### src/rtl/txch_pkg.sv
package txch_pkg;
  typedef enum logic [1:0] {
    CH_IDLE   = 2'd0,
    CH_BUSY   = 2'd1,
    CH_TDWAIT = 2'd2
  } ch_state_e;

  localparam int EN_BIT = 31;
  localparam int TD_BIT = 30;
  localparam int FREE_BIT = 0;
  localparam int SOFT_BIT = 1;
endpackage

### src/rtl/txch_fsm.sv
module txch_fsm
  import txch_pkg::*;
(
  input  logic clk,
  input  logic rst_n,
  input  logic en,
  input  logic td,
  input  logic halt,
  input  logic pend,
  input  logic done,
  input  logic grant,
  output logic start,
  output logic push_req,
  output logic clr_en
);
  ch_state_e state_q, state_d;

  always_comb begin
    state_d  = state_q;
    start    = 1'b0;
    push_req = 1'b0;
    clr_en   = 1'b0;
    case (state_q)
      CH_IDLE: begin
        if (en && td) begin
          state_d = CH_TDWAIT;
        end else if (en && !halt && pend) begin
          start   = 1'b1;
          state_d = CH_BUSY;
        end
      end
      CH_BUSY: begin
        if (done) state_d = (en && td) ? CH_TDWAIT : CH_IDLE;
      end
      CH_TDWAIT: begin
        push_req = 1'b1;
        if (grant) begin
          clr_en  = 1'b1;
          state_d = CH_IDLE;
        end
      end
      default: state_d = CH_IDLE;
    endcase
  end

  always_ff @(posedge clk) begin
    if (!rst_n) state_q <= CH_IDLE;
    else        state_q <= state_d;
  end

  // a transaction lasts at least one cycle, so starts never come back to back
  p_single_start_r4: assert property (@(posedge clk) disable iff (!rst_n)
    start |=> !start);
endmodule

### src/rtl/td_push_arb.sv
module td_push_arb #(
  parameter int NUM_CH = 4,
  localparam int CH_W = (NUM_CH > 1) ? $clog2(NUM_CH) : 1
) (
  input  logic              clk,
  input  logic              rst_n,
  input  logic [NUM_CH-1:0] req,
  input  logic              ready,
  output logic              valid,
  output logic [CH_W-1:0]   sel,
  output logic [NUM_CH-1:0] grant
);
  logic            held_q;
  logic [CH_W-1:0] held_idx_q;
  logic [CH_W-1:0] pick;

  always_comb begin
    pick = '0;
    for (int i = NUM_CH - 1; i >= 0; i--) begin
      if (req[i]) pick = CH_W'(i);
    end
    if (held_q) pick = held_idx_q;
  end

  assign valid = held_q | (|req);
  assign sel   = pick;

  always_comb begin
    grant = '0;
    if (valid && ready) grant[pick] = 1'b1;
  end

  always_ff @(posedge clk) begin
    if (!rst_n) begin
      held_q     <= 1'b0;
      held_idx_q <= '0;
    end else begin
      held_q     <= valid && !ready;
      held_idx_q <= pick;
    end
  end
endmodule

### src/rtl/txch_ctrl.sv
module txch_ctrl
  import txch_pkg::*;
#(
  parameter int NUM_CH = 4,
  parameter int QM_W   = 2,
  parameter int QN_W   = 12,
  parameter int ADDR_W = 3,
  localparam int CH_W  = (NUM_CH > 1) ? $clog2(NUM_CH) : 1
) (
  input  logic              clk,
  input  logic              rst_n,
  input  logic [ADDR_W-1:0] bus_addr,
  input  logic              bus_wen,
  input  logic [31:0]       bus_wdata,
  output logic [31:0]       bus_rdata,
  input  logic              emu_susp,
  input  logic [NUM_CH-1:0] xfer_pend,
  output logic [NUM_CH-1:0] xfer_start,
  input  logic [NUM_CH-1:0] xfer_done,
  output logic              td_valid,
  input  logic              td_ready,
  output logic [CH_W-1:0]   td_chan,
  output logic [QM_W-1:0]   td_qmgr,
  output logic [QN_W-1:0]   td_qnum
);
  localparam int EMU_ADDR = NUM_CH;
  localparam int QM_LO    = QN_W;
  localparam int QM_HI    = QN_W + QM_W - 1;

  logic [NUM_CH-1:0] cfg_en, cfg_td;
  logic [QM_W-1:0]   cfg_qm [NUM_CH];
  logic [QN_W-1:0]   cfg_qn [NUM_CH];
  logic              emu_free, emu_soft;
  logic              halt;
  logic [NUM_CH-1:0] push_req, grant, clr_en;
  logic [CH_W-1:0]   sel;
  logic              unused_wbits;

  assign unused_wbits = ^{bus_wdata[29:QM_HI+1]};
  assign halt = emu_susp && !emu_free && emu_soft;

  always_ff @(posedge clk) begin
    if (!rst_n) begin
      cfg_en   <= '0;
      cfg_td   <= '0;
      emu_free <= 1'b0;
      emu_soft <= 1'b0;
      for (int i = 0; i < NUM_CH; i++) begin
        cfg_qm[i] <= '0;
        cfg_qn[i] <= '0;
      end
    end else begin
      for (int i = 0; i < NUM_CH; i++) begin
        if (bus_wen && bus_addr == ADDR_W'(i)) begin
          cfg_en[i] <= bus_wdata[EN_BIT];
          cfg_td[i] <= bus_wdata[TD_BIT];
          cfg_qm[i] <= bus_wdata[QM_HI:QM_LO];
          cfg_qn[i] <= bus_wdata[QN_W-1:0];
        end
        if (clr_en[i]) cfg_en[i] <= 1'b0;
      end
      if (bus_wen && bus_addr == ADDR_W'(EMU_ADDR)) begin
        emu_free <= bus_wdata[FREE_BIT];
        emu_soft <= bus_wdata[SOFT_BIT];
      end
    end
  end

  always_comb begin
    bus_rdata = '0;
    for (int i = 0; i < NUM_CH; i++) begin
      if (bus_addr == ADDR_W'(i)) begin
        bus_rdata[EN_BIT] = cfg_en[i];
        bus_rdata[TD_BIT] = cfg_td[i];
      end
    end
    if (bus_addr == ADDR_W'(EMU_ADDR)) begin
      bus_rdata[FREE_BIT] = emu_free;
      bus_rdata[SOFT_BIT] = emu_soft;
    end
  end

  for (genvar g = 0; g < NUM_CH; g++) begin : g_ch
    txch_fsm i_fsm (
      .clk      (clk),
      .rst_n    (rst_n),
      .en       (cfg_en[g]),
      .td       (cfg_td[g]),
      .halt     (halt),
      .pend     (xfer_pend[g]),
      .done     (xfer_done[g]),
      .grant    (grant[g]),
      .start    (xfer_start[g]),
      .push_req (push_req[g]),
      .clr_en   (clr_en[g])
    );

    // acceptance of the notice leaves the channel disabled
    p_en_clear_r5: assert property (@(posedge clk) disable iff (!rst_n)
      grant[g] |=> !cfg_en[g]);
  end

  td_push_arb #(.NUM_CH(NUM_CH)) i_arb (
    .clk   (clk),
    .rst_n (rst_n),
    .req   (push_req),
    .ready (td_ready),
    .valid (td_valid),
    .sel   (sel),
    .grant (grant)
  );

  assign td_chan = sel;
  assign td_qmgr = cfg_qm[sel];
  assign td_qnum = cfg_qn[sel];

  // a stalled notice keeps its payload
  p_push_hold_r7: assert property (@(posedge clk) disable iff (!rst_n)
    (td_valid && !td_ready) |=> (td_valid && $stable(td_chan) && $stable(td_qmgr) && $stable(td_qnum)));

  // no new transaction while halted
  p_halt_no_start_r8: assert property (@(posedge clk) disable iff (!rst_n)
    halt |-> (xfer_start == '0));

  // nothing issued in the first cycle after reset
  p_reset_quiet_r1: assert property (@(posedge clk)
    !rst_n |=> (!td_valid && xfer_start == '0));
endmodule

### config.mk
export PLATFORM = sky130hd
export DESIGN_NAME = txch_ctrl
export DESIGN_NICKNAME = d
export VERILOG_FILES = /design/src/rtl/txch_pkg.sv /design/src/rtl/txch_fsm.sv /design/src/rtl/td_push_arb.sv /design/src/rtl/txch_ctrl.sv
export SDC_FILE = /design/constraint.sdc
export NUM_CORES = 1
export LEC_CHECK = 0
export ABC_CLOCK_PERIOD_IN_PS = 4700
export BUFFER_PORTS_ARGS = -buffer_cell sky130_fd_sc_hd__buf_4
export CORE_MARGIN = 2
export CORE_UTILIZATION = 35
export DETAILED_ROUTE_END_ITERATION = 10
export SLEW_MARGIN = 20
export SYNTH_ARGS = -nofsm -noshare
export SYNTH_HDL_FRONTEND = slang
export SYNTH_SLANG_ARGS = --single-unit
export TNS_END_PERCENT = 50
### constraint.sdc
create_clock -name clk -period 4.7 [get_ports clk]
set_input_delay 0.47 -clock clk [delete_from_list [all_inputs] [get_ports clk]]
set_output_delay 0.47 -clock clk [all_outputs]
set_load 0.01 [all_outputs]
==> flow_metrics.env, run 1 <==
export IMPL_outcome="finished, final reports clean"
export IMPL_relSlewSlack_pct=25.2
export IMPL_critPathTopFamily="compound AO/OA/AOI/OAI gates"
export IMPL_power_sequential_fraction_pct=56.9
export IMPL_pin_count=101
export IMPL_pin_count_of_the_biggest_net_entering_global_routing=57
export IMPL_worst_endpoint_arrival_ps=2410
export IMPL_cts_root_buffer_cell="clkbuf_8"
export IMPL_route_vias_total=2486
export IMPL_buffer_ports_inserted=56
export IMPL_critPathMaxFanout=18
export IMPL_hold_path_class="in2reg"
export IMPL_hpwl_um=5370
export IMPL_area_of_the_die_mm2=0.0121
export IMPL_finalSetupTns_ps=0
export IMPL_max_cap_violations=0
export IMPL_synth_sequential_area_ratio_pct=53.4
export IMPL_logic_gate_share_of_total_power_pct=8.7
export IMPL_fp_dieW_um=110
export IMPL_finalSetupViolCount=0
export IMPL_power_switching_w=0.000347
export IMPL_route_detailed_vias_per_inst=4.74
export IMPL_post_synth_top_area_fraction_pct=42.7
export IMPL_r2r_cells=5
export IMPL_clk_insertion_delay_late_ps=340
export IMPL_layout_common_cells="buf_4 (58), edfxtp_1 (56), mux2i_1 (50)"
export IMPL_row_count=38
export IMPL_drt_first_iter_violations=85
export IMPL_sw_frac_of_total_pct=25.6
export IMPL_yosysTopAreaCell="edfxtp_1"
export IMPL_synth_enable_flop_cells=56
export IMPL_finClkSkew_ps=7.35
export IMPL_post_synth_main_area_contributors="edfxtp_1 (43%), mux2i_1 (13%), dfxtp_1 (11%)"
export IMPL_synthesis_instances=331
export IMPL_dieHeight_um=110
export IMPL_critical_path_startpoint_category="flip-flop"
export IMPL_num_antenna_cells=0
export IMPL_intPower_w=0.00101
export IMPL_worst_setup_path_end_kind="output port"
export IMPL_cp_buffers_inverters=1
export IMPL_cts_max_level=3
export IMPL_globalRouteTotalUtil_pct=14.2
export IMPL_post_cts_repair_setup_buffers=0
export IMPL_fp_coreArea_mm2=0.0109
export IMPL_initial_utilization_pct=36.1
export IMPL_mapped_area_mm2=0.00394
export IMPL_synth_ff_type="edfxtp_1"
export IMPL_post_drt_wl_per_cell_um=15.9
export IMPL_ir_drop_v=0.000173
export IMPL_power_clock_fraction_pct=34.4
export IMPL_worstMarginPinSlew_ps=1120
export IMPL_pwr_density_cell_mw_per_mm2=303
export IMPL_grt_first_pass_wirelength_um=12800
export IMPL_maxSlewViolCount=0
export IMPL_hold_viol=0
export IMPL_hold_path_depth=3
export IMPL_cts_repair_resized=0
export IMPL_worstPathRequired_ps=4230
export IMPL_criticalPathCategory="reg2out"
export IMPL_cts_buffers=9
export IMPL_initial_antenna_violation_count=0
export IMPL_warnings_from_yosys=0
export IMPL_cp_slowest_stage_delay_ps=860
export IMPL_cts_path_max_buffers=2
export IMPL_ant_nets=0
export IMPL_hold_sp="bus_wdata[30]"
export IMPL_post_route_min_period_ps=2880
export IMPL_netlist_cell_type_count=42
export IMPL_ys_ff_latch=77
export IMPL_post_route_period_util_pct=61.3
export IMPL_globalRouteOverflowTotal=0
export IMPL_clock_sinks=77
export IMPL_regToRegSetupSlack_ps=2550
export IMPL_timing_hold_worst_endpoint="cfg_td[1]"
export IMPL_fin_hold_ws_ps=396
export IMPL_clkTransAtPathRegs_ps=90
export IMPL_ctsHoldBuffers=0
export IMPL_critical_path_slowest_cell="a22o_1"
export IMPL_worst_reg2reg_startpoint="g_ch[3].i_fsm.state_q[0]"
export IMPL_finalWirelength_um=8330
export IMPL_r2r_end="cfg_en[2]"
export IMPL_first_global_vias=2519
export IMPL_tritoncts="yes"
export IMPL_leakage_nw=1.81
export IMPL_postSynthAreaPerCell_um2=11.9
export IMPL_dr_pass1_iters=4
export IMPL_rsz_0062_raised_after_global_routing="false"
export IMPL_area_delta_synth_final_pct=13.8
export IMPL_place_gp_congestion=0.807
export IMPL_drive_gt1_share_pct=22.7
export IMPL_synth_async_sr_flop_share_pct=0
export IMPL_ordered_list_of_cells_on_the_worst_path="nand2b_1 -> o21ai_0 -> a22o_1 -> mux2i_1 -> buf_4"
export IMPL_finish_net_count=427
export IMPL_fmax_mhz=347
export IMPL_drt_drc_violations_left=0
export IMPL_layout_cells_most_common="buf_4"
final cells by class:
| cell class | instances | area [µm²] |
|---|---|---|
| Fill cell | 1053 | 6410 |
| Timing Repair Buffer | 58 | 435 |
| Inverter | 3 | 16.3 |
| Sequential cell | 77 | 2100 |
| Clock buffer | 9 | 124 |
| Tap cell | 140 | 175 |
| Multi-Input combinational cell | 230 | 1570 |
| Clock inverter | 7 | 58.8 |
flip-flops by register name, summed over array words and instances (netlist names):
signal and cells:
emu_free 1, cfg_td 4, i_arb.held_idx_q 2, emu_soft 1
cfg_qm 8, g_ch.i_fsm.state_q 8, cfg_qn 48, cfg_en 4
i_arb.held_q 1
kinds of logic (layout without fill, tap and decap cells):
kind of cell / Yosys count / in the layout / synth area share, %
compound gates: 19 / 19 / 3.94
buf+inv: 51 / 77 / 9.41
flops: 77 / 77 / 53.4
mux: 52 / 52 / 13.9
other cells: 1 / 28 / 0.0953
simple gates: 131 / 131 / 19.3
metrics by stage:
stage	std cells	setup WS (ps)	cell area (µm²)	total power [W]	util, %
global route	524	1640	4480	0.00141	41.1
global placement	508	2070	4300	0.000904	39.5
CTS	524	1730	4480	0.00137	41.1
floorplan	358	2520	4040	0.000864	-
detailed placement	508	2110	4300	0.000908	39.5
finish	524	1820	4480	0.00136	41.1
worst reg2reg max path, cell delays in order, from the launching register on:
cell and delay, ps:
dfxtp_1 360, nand2b_1 180, o21ai_0 150, a22o_1 860
nor3_1 230, a211oi_1 280
power groups by stage:
stage,clock (W),combinational [W],sequential (W)
after floorplan,0,0.0000792,0.000785
after global placement,0,0.000118,0.000787
after detailed placement,0,0.000120,0.000789
after CTS,0.000476,0.000120,0.000773
after global routing,0.000503,0.000130,0.000776
final,0.000466,0.000118,0.000772
metal layers:
layer	vias to the layer above	track usage, %	part of all wire, %
li1	1231	-	-
met1	1192	18.1	46
met2	53	23.8	49
met3	10	2.59	3.8
met4	0	5.70	1.5
met5	-	0	0
worst max-delay path by stage:
stage / startpoint / endpoint / depth (start not counted)
5_1_grt: g_ch[3].i_fsm.state_q[0] / td_qnum[1] / 5
6_report: g_ch[3].i_fsm.state_q[0] / td_qnum[1] / 5
4_1_cts: g_ch[3].i_fsm.state_q[0] / td_qnum[1] / 5
3_3_place_gp: g_ch[3].i_fsm.state_q[0] / td_qnum[3] / 5
2_1_floorplan: bus_wen / cfg_qm[1][0] / 3
3_5_place_dp: g_ch[3].i_fsm.state_q[0] / td_qnum[2] / 5
Yosys cell counts (3+ instances only):
library cell,number
nor2b_1,8
o21a_1,5
dfxtp_1,21
buf_4,32
mux2i_1,50
o21ai_0,4
edfxtp_1,56
clkbuf_1,10
and2_1,15
and3_1,46
and4_1,4
nor2_1,26
nand2b_1,6
nand2_1,11
nor3_1,3
Power figures use the tool's default switching activity.
==> run 2: changes to the inputs <==
--- a/config.mk
+++ b/config.mk
@@ -5,7 +5,7 @@
 export SDC_FILE = /design/constraint.sdc
 export NUM_CORES = 1
 export LEC_CHECK = 0
-export ABC_CLOCK_PERIOD_IN_PS = 4700
+export ABC_CLOCK_PERIOD_IN_PS = 2900
 export BUFFER_PORTS_ARGS = -buffer_cell sky130_fd_sc_hd__buf_4
 export CORE_MARGIN = 2
 export CORE_UTILIZATION = 35
==> constraint.sdc (replaced) <==
create_clock -name clk -period 2.9 [get_ports clk]
set_input_delay 0.29 -clock clk [delete_from_list [all_inputs] [get_ports clk]]
set_output_delay 0.29 -clock clk [all_outputs]
set_load 0.01 [all_outputs]
==> flow_metrics.env, run 2 (synthesis results as in run 1) <==
export IMPL_critPathMaxFanout=30
export IMPL_drive_gt1_share_pct=22.7
export IMPL_finish_net_count=431
export IMPL_cp_slowest_stage_delay_ps=370
export IMPL_hold_viol=0
export IMPL_critical_path_slowest_cell="dfxtp_1"
export IMPL_globalRouteOverflowTotal=0
export IMPL_globalRouteTotalUtil_pct=15.1
export IMPL_layout_common_cells="buf_4 (62), edfxtp_1 (56), mux2i_1 (50)"
export IMPL_num_fill_cells=1065
export IMPL_row_count=38
export IMPL_cts_path_max_buffers=2
export IMPL_max_cap_violations=0
export IMPL_cts_root_buffer_cell="clkbuf_8"
export IMPL_finalWirelength_um=8410
export IMPL_buffer_ports_inserted=56
export IMPL_cts_buffers=9
export IMPL_place_gp_congestion=0.772
export IMPL_leakage_nw=1.83
export IMPL_drt_first_iter_violations=77
export IMPL_largest_register_ffs=48
export IMPL_area_of_the_die_mm2=0.0121
export IMPL_worst_endpoint_arrival_ps=2150
export IMPL_area_delta_synth_final_pct=14.1
export IMPL_hold_path_class="in2reg"
export IMPL_fin_cells=528
export IMPL_critPathTopFamily="buffers and inverters"
export IMPL_drt_drc_violations_left=0
export IMPL_ant_nets=0
export IMPL_num_antenna_cells=0
export IMPL_clock_sinks=77
export IMPL_critPathMostFrequentCell="mux2i_1"
export IMPL_initial_antenna_violation_count=0
export IMPL_rsz_0062_raised_after_global_routing="false"
export IMPL_layout_cells_most_common="buf_4"
export IMPL_ctsHoldBuffers=0
export IMPL_route_detailed_vias_per_inst=4.77
export IMPL_route_vias_total=2518
export IMPL_ordered_list_of_cells_on_the_worst_path="nor2b_4 -> o211ai_2 -> o21a_4 -> inv_6 -> mux2i_1 -> mux2i_1 -> buf_4"
export IMPL_relSlewSlack_pct=44.2
export IMPL_cp_buffers_inverters=2
export IMPL_fmax_mhz=410
export IMPL_dieHeight_um=110
export IMPL_post_route_period_util_pct=84.0
export IMPL_worstMarginPinSlew_ps=837
export IMPL_fp_coreArea_mm2=0.0109
export IMPL_post_cts_repair_setup_buffers=0
export IMPL_fp_dieW_um=110
export IMPL_pin_count_of_the_biggest_net_entering_global_routing=57
export IMPL_biggestRegsByFlops="cfg_qn (48), cfg_qm (8), g_ch.i_fsm.state_q (8)"
export IMPL_clkTransAtPathRegs_ps=70
export IMPL_initial_utilization_pct=36.1
export IMPL_post_route_min_period_ps=2440
export IMPL_dr_pass1_iters=4
export IMPL_pin_count=101
export IMPL_grt_first_pass_wirelength_um=13200
export IMPL_criticalPathCategory="reg2out"
export IMPL_first_global_vias=2525
export IMPL_clk_insertion_delay_late_ps=360
export IMPL_maxSlewViolCount=0
export IMPL_cts_repair_resized=0
export IMPL_worstPathRequired_ps=2610
export IMPL_post_drt_wl_per_cell_um=15.9
export IMPL_pwr_density_cell_mw_per_mm2=480
export IMPL_tritoncts="yes"
export IMPL_finalSetupViolCount=0
export IMPL_outcome="finished, final reports clean"
export IMPL_instance_count_after_placement_with_tap_cells_included=512
export IMPL_worst_setup_path_end_kind="output port"
export IMPL_finalSetupTns_ps=0
export IMPL_finClkSkew_ps=3.48
export IMPL_regMostFlops="cfg_qn"
export IMPL_hpwl_um=5410
export IMPL_cts_max_level=3
export IMPL_ir_drop_v=0.000191
export IMPL_critical_path_startpoint_category="flip-flop"
## run 2: worst paths after layout
check,start,to,slack (ps),cells past startpoint
setup / recovery,g_ch[2].i_fsm.state_q[1],td_qnum[1],460,7
hold / removal,bus_wdata[1],emu_soft,200,3
setup reg to reg,g_ch[2].i_fsm.state_q[1],cfg_en[2],1070,6
hold reg to reg,emu_soft,emu_soft,530,2
## run 2: stage by stage
step	cell area, µm²	util, %	power [W]	setup WS [ps]	hold WS [ps]
after floorplan	4040	-	0.00140	902	426
after global placement	4320	39.7	0.00147	894	488
after detailed placement	4320	39.7	0.00147	843	515
after CTS	4490	41.2	0.00218	440	187
after global routing	4490	41.2	0.00226	276	203
final	4490	41.2	0.00216	463	198
## run 2: report_power, final
| part | switching [W] | leakage (nW) | internal, W | total (W) |
|---|---|---|---|---|
| registers | 0.0000162 | 0.711 | 0.00124 | 0.00125 |
| logic | 0.000114 | 1.03 | 0.0000791 | 0.000193 |
| clock network | 0.000403 | 0.0841 | 0.000309 | 0.000712 |
## run 2: worst min-delay path, delay by kind of cell
kind	cells	cell delay, ps
buffers and inverters	1	100
multiplexers	1	60
AND/OR/NAND/NOR	1	70
## run 2: area by class of cell
| cell class | instances | area [µm²] | share of cell area, % |
|---|---|---|---|
| Tap cell | 140 | 175 | 3.90 |
| Inverter | 3 | 16.3 | 0.362 |
| Clock buffer | 10 | 128 | 2.84 |
| Timing Repair Buffer | 62 | 465 | 10.4 |
| Clock inverter | 6 | 38.8 | 0.864 |
| Multi-Input combinational cell | 230 | 1560 | 34.8 |
| Sequential cell | 77 | 2100 | 46.8 |
## run 2: routing by layer
metal	vias up	share of wire [%]	wire [µm]	GRT usage, %
li1	1234	-	-	-
met1	1205	45	3750	19.3
met2	65	48	4070	24.2
met3	14	4.9	411	2.59
met4	0	2.2	188	8.14
met5	-	0	0	0
==> run 3: changes to the inputs <==
--- a/config.mk
+++ b/config.mk
@@ -5,7 +5,7 @@
 export SDC_FILE = /design/constraint.sdc
 export NUM_CORES = 1
 export LEC_CHECK = 0
-export ABC_CLOCK_PERIOD_IN_PS = 2900
+export ABC_CLOCK_PERIOD_IN_PS = 2250
 export BUFFER_PORTS_ARGS = -buffer_cell sky130_fd_sc_hd__buf_4
 export CORE_MARGIN = 2
 export CORE_UTILIZATION = 35
==> constraint.sdc (replaced) <==
create_clock -name clk -period 2.25 [get_ports clk]
set_input_delay 0.225 -clock clk [delete_from_list [all_inputs] [get_ports clk]]
set_output_delay 0.225 -clock clk [all_outputs]
set_load 0.01 [all_outputs]
==> flow_metrics.env, run 3 (synthesis results as in run 1) <==
export IMPL_initial_utilization_pct=36.1
export IMPL_finalSetupTns_ps=0
export IMPL_clock_sinks=77
export IMPL_area_of_the_die_mm2=0.0121
export IMPL_buffer_ports_inserted=56
export IMPL_pwr_density_cell_mw_per_mm2=637
export IMPL_globalRouteOverflowTotal=0
export IMPL_cp_slowest_stage_delay_ps=340
export IMPL_fmax_mhz=459
export IMPL_worstPathRequired_ps=2030
export IMPL_globalRouteTotalUtil_pct=14.2
export IMPL_drt_first_iter_violations=132
export IMPL_critical_path_startpoint_category="flip-flop"
export IMPL_post_route_period_util_pct=96.9
export IMPL_cts_buffers=9
export IMPL_route_vias_total=2582
export IMPL_fin_hold_ws_ps=143
export IMPL_max_cap_violations=0
export IMPL_fp_coreArea_mm2=0.0109
export IMPL_layout_common_cells="buf_4 (69), edfxtp_1 (56), mux2i_1 (48)"
export IMPL_initial_antenna_violation_count=0
export IMPL_hold_path_class="in2reg"
export IMPL_critPathTopFamily="compound AO/OA/AOI/OAI gates"
export IMPL_pin_count=101
export IMPL_power_switching_w=0.000699
export IMPL_critical_path_slowest_cell="dfxtp_2"
export IMPL_maxSlewViolCount=0
export IMPL_sw_frac_of_total_pct=23.1
export IMPL_largest_register_ffs=48
export IMPL_hold_viol=0
export IMPL_worst_setup_path_end_kind="output port"
export IMPL_critPathMaxFanout=8
export IMPL_worst_endpoint_arrival_ps=1960
export IMPL_worstMarginPinSlew_ps=982
export IMPL_relSlewSlack_pct=34.3
export IMPL_pin_count_of_the_biggest_net_entering_global_routing=56
export IMPL_grt_first_pass_wirelength_um=12700
export IMPL_num_antenna_cells=0
export IMPL_ant_nets=0
export IMPL_intPower_w=0.00233
export IMPL_route_detailed_vias_per_inst=4.77
export IMPL_hpwl_um=5410
export IMPL_drt_drc_violations_left=0
export IMPL_outcome="finished, final reports clean"
export IMPL_clkTransAtPathRegs_ps=90
export IMPL_cp_buffers_inverters=3
export IMPL_layout_cells_most_common="buf_4"
export IMPL_tritoncts="yes"
export IMPL_logic_gate_share_of_total_power_pct=8.6
export IMPL_ir_drop_v=0.000377
export IMPL_regToRegSetupSlack_ps=490
export IMPL_place_gp_congestion=0.813
export IMPL_first_global_vias=2498
export IMPL_criticalPathCategory="reg2out"
export IMPL_power_clock_fraction_pct=38.2
export IMPL_finClkSkew_ps=12.0
export IMPL_post_drt_wl_per_cell_um=15.9
export IMPL_power_sequential_fraction_pct=53.2
export IMPL_fp_dieW_um=110
export IMPL_critPathMostFrequentCell="mux2i_2"
export IMPL_timing_hold_worst_endpoint="cfg_td[3]"
export IMPL_dieHeight_um=110
export IMPL_leakage_nw=1.96
export IMPL_cts_root_buffer_cell="clkbuf_8"
export IMPL_ordered_list_of_cells_on_the_worst_path="nor2b_4 -> o211ai_2 -> o21a_4 -> buf_12 -> clkinv_16 -> mux2i_2 -> mux2i_2 -> buf_4"
export IMPL_finish_net_count=444
export IMPL_hold_path_depth=3
export IMPL_finalSetupViolCount=0
export IMPL_row_count=38
export IMPL_r2r_cells=7
export IMPL_post_route_min_period_ps=2180
export IMPL_drive_gt1_share_pct=27.4
export IMPL_cts_path_max_buffers=2
export IMPL_regMostFlops="cfg_qn"
export IMPL_biggestRegsByFlops="cfg_qn (48), cfg_qm (8), g_ch.i_fsm.state_q (8)"
export IMPL_rsz_0062_raised_after_global_routing="true"
export IMPL_clk_insertion_delay_late_ps=350
export IMPL_cts_max_level=3
export IMPL_worst_reg2reg_startpoint="g_ch[2].i_fsm.state_q[1]"
export IMPL_dr_pass1_iters=4
export IMPL_finalWirelength_um=8580
export IMPL_hold_sp="bus_wdata[30]"
export IMPL_r2r_end="cfg_en[2]"
export IMPL_area_delta_synth_final_pct=20.8
-- run 3: changes by cell type in the layout (fill, tap and decap cells not counted), sizes merged --
cell / change
buf: +11
bufinv: +2
clkinv: +2
clkbuf: -1
inv: -1
-- run 3: layer usage --
layer / wire [µm] / vias up / share of wire (%) / track usage (%)
li1: - / 1262 / - / -
met1: 3820 / 1253 / 45 / 18.2
met2: 4230 / 62 / 49 / 23.2
met3: 436 / 5 / 5.1 / 3.76
met4: 87 / 0 / 1.0 / 5.15
met5: 0 / - / 0 / 0
-- run 3: cell type report --
cell class	count	area, µm²
Clock buffer	9	124
Clock inverter	7	97.6
Fill cell	1021	6140
Inverter	3	37.5
Multi-Input combinational cell	230	1580
Sequential cell	77	2110
Tap cell	140	175
Timing Repair Buffer	73	598
Timing Repair inverter	2	32.5
-- run 3: worst register-to-register path, cell delays in order, from the launching register on --
cell and delay (ps):
dfxtp_2 340, nor2b_4 210, buf_4 140, o21ai_1 70
a22o_1 210, buf_12 170, nor3_1 360, a211oi_1 130
-- run 3: power groups by stage --
stage,Sequential (W),Clock [W],Combinational (W)
after CTS,0.00161,0.00118,0.000260
after global placement,0.00164,0,0.000256
after global routing,0.00162,0.00125,0.000285
after floorplan,0.00164,0,0.000165
final,0.00161,0.00116,0.000259
after detailed placement,0.00165,0,0.000259
-- run 3: repair_timing --
item / 4_1_cts / 5_1_grt
cloned: 0 / 2
hold buffers: 0 / 0
endpoints found under the setup margin: 14 / 14
pin swaps: 0 / 1
buffers inserted: 0 / 7
resized for setup: 2 / 15
-- run 3: how the worst max path moves through the flow --
stage                             startpoint           end  slack [ps]  cells past startpoint
finish              g_ch[2].i_fsm.state_q[1]    td_qnum[3]          70                      8
global placement                 bus_addr[2]  cfg_qn[3][1]         280                      5
CTS                 g_ch[2].i_fsm.state_q[1]   td_qnum[11]          30                      7
global route        g_ch[2].i_fsm.state_q[1]    td_qnum[3]         -30                      8
floorplan                            bus_wen  cfg_qm[1][0]         320                      3
detailed placement               bus_addr[2]  cfg_qn[3][4]         220                      5
-- run 3: per-stage QoR --
step                      cell area, µm²  setup WS (ps)  cells  power, W  utilization (%)
after floorplan                     4040            317    358   0.00180                -
after global placement              4370            276    516   0.00190             40.1
after detailed placement            4370            216    516   0.00190             40.1
after CTS                           4590           28.7    532   0.00305             42.2
after global routing                4750          -30.6    541   0.00315             43.6
final                               4750           69.1    541   0.00303             43.6
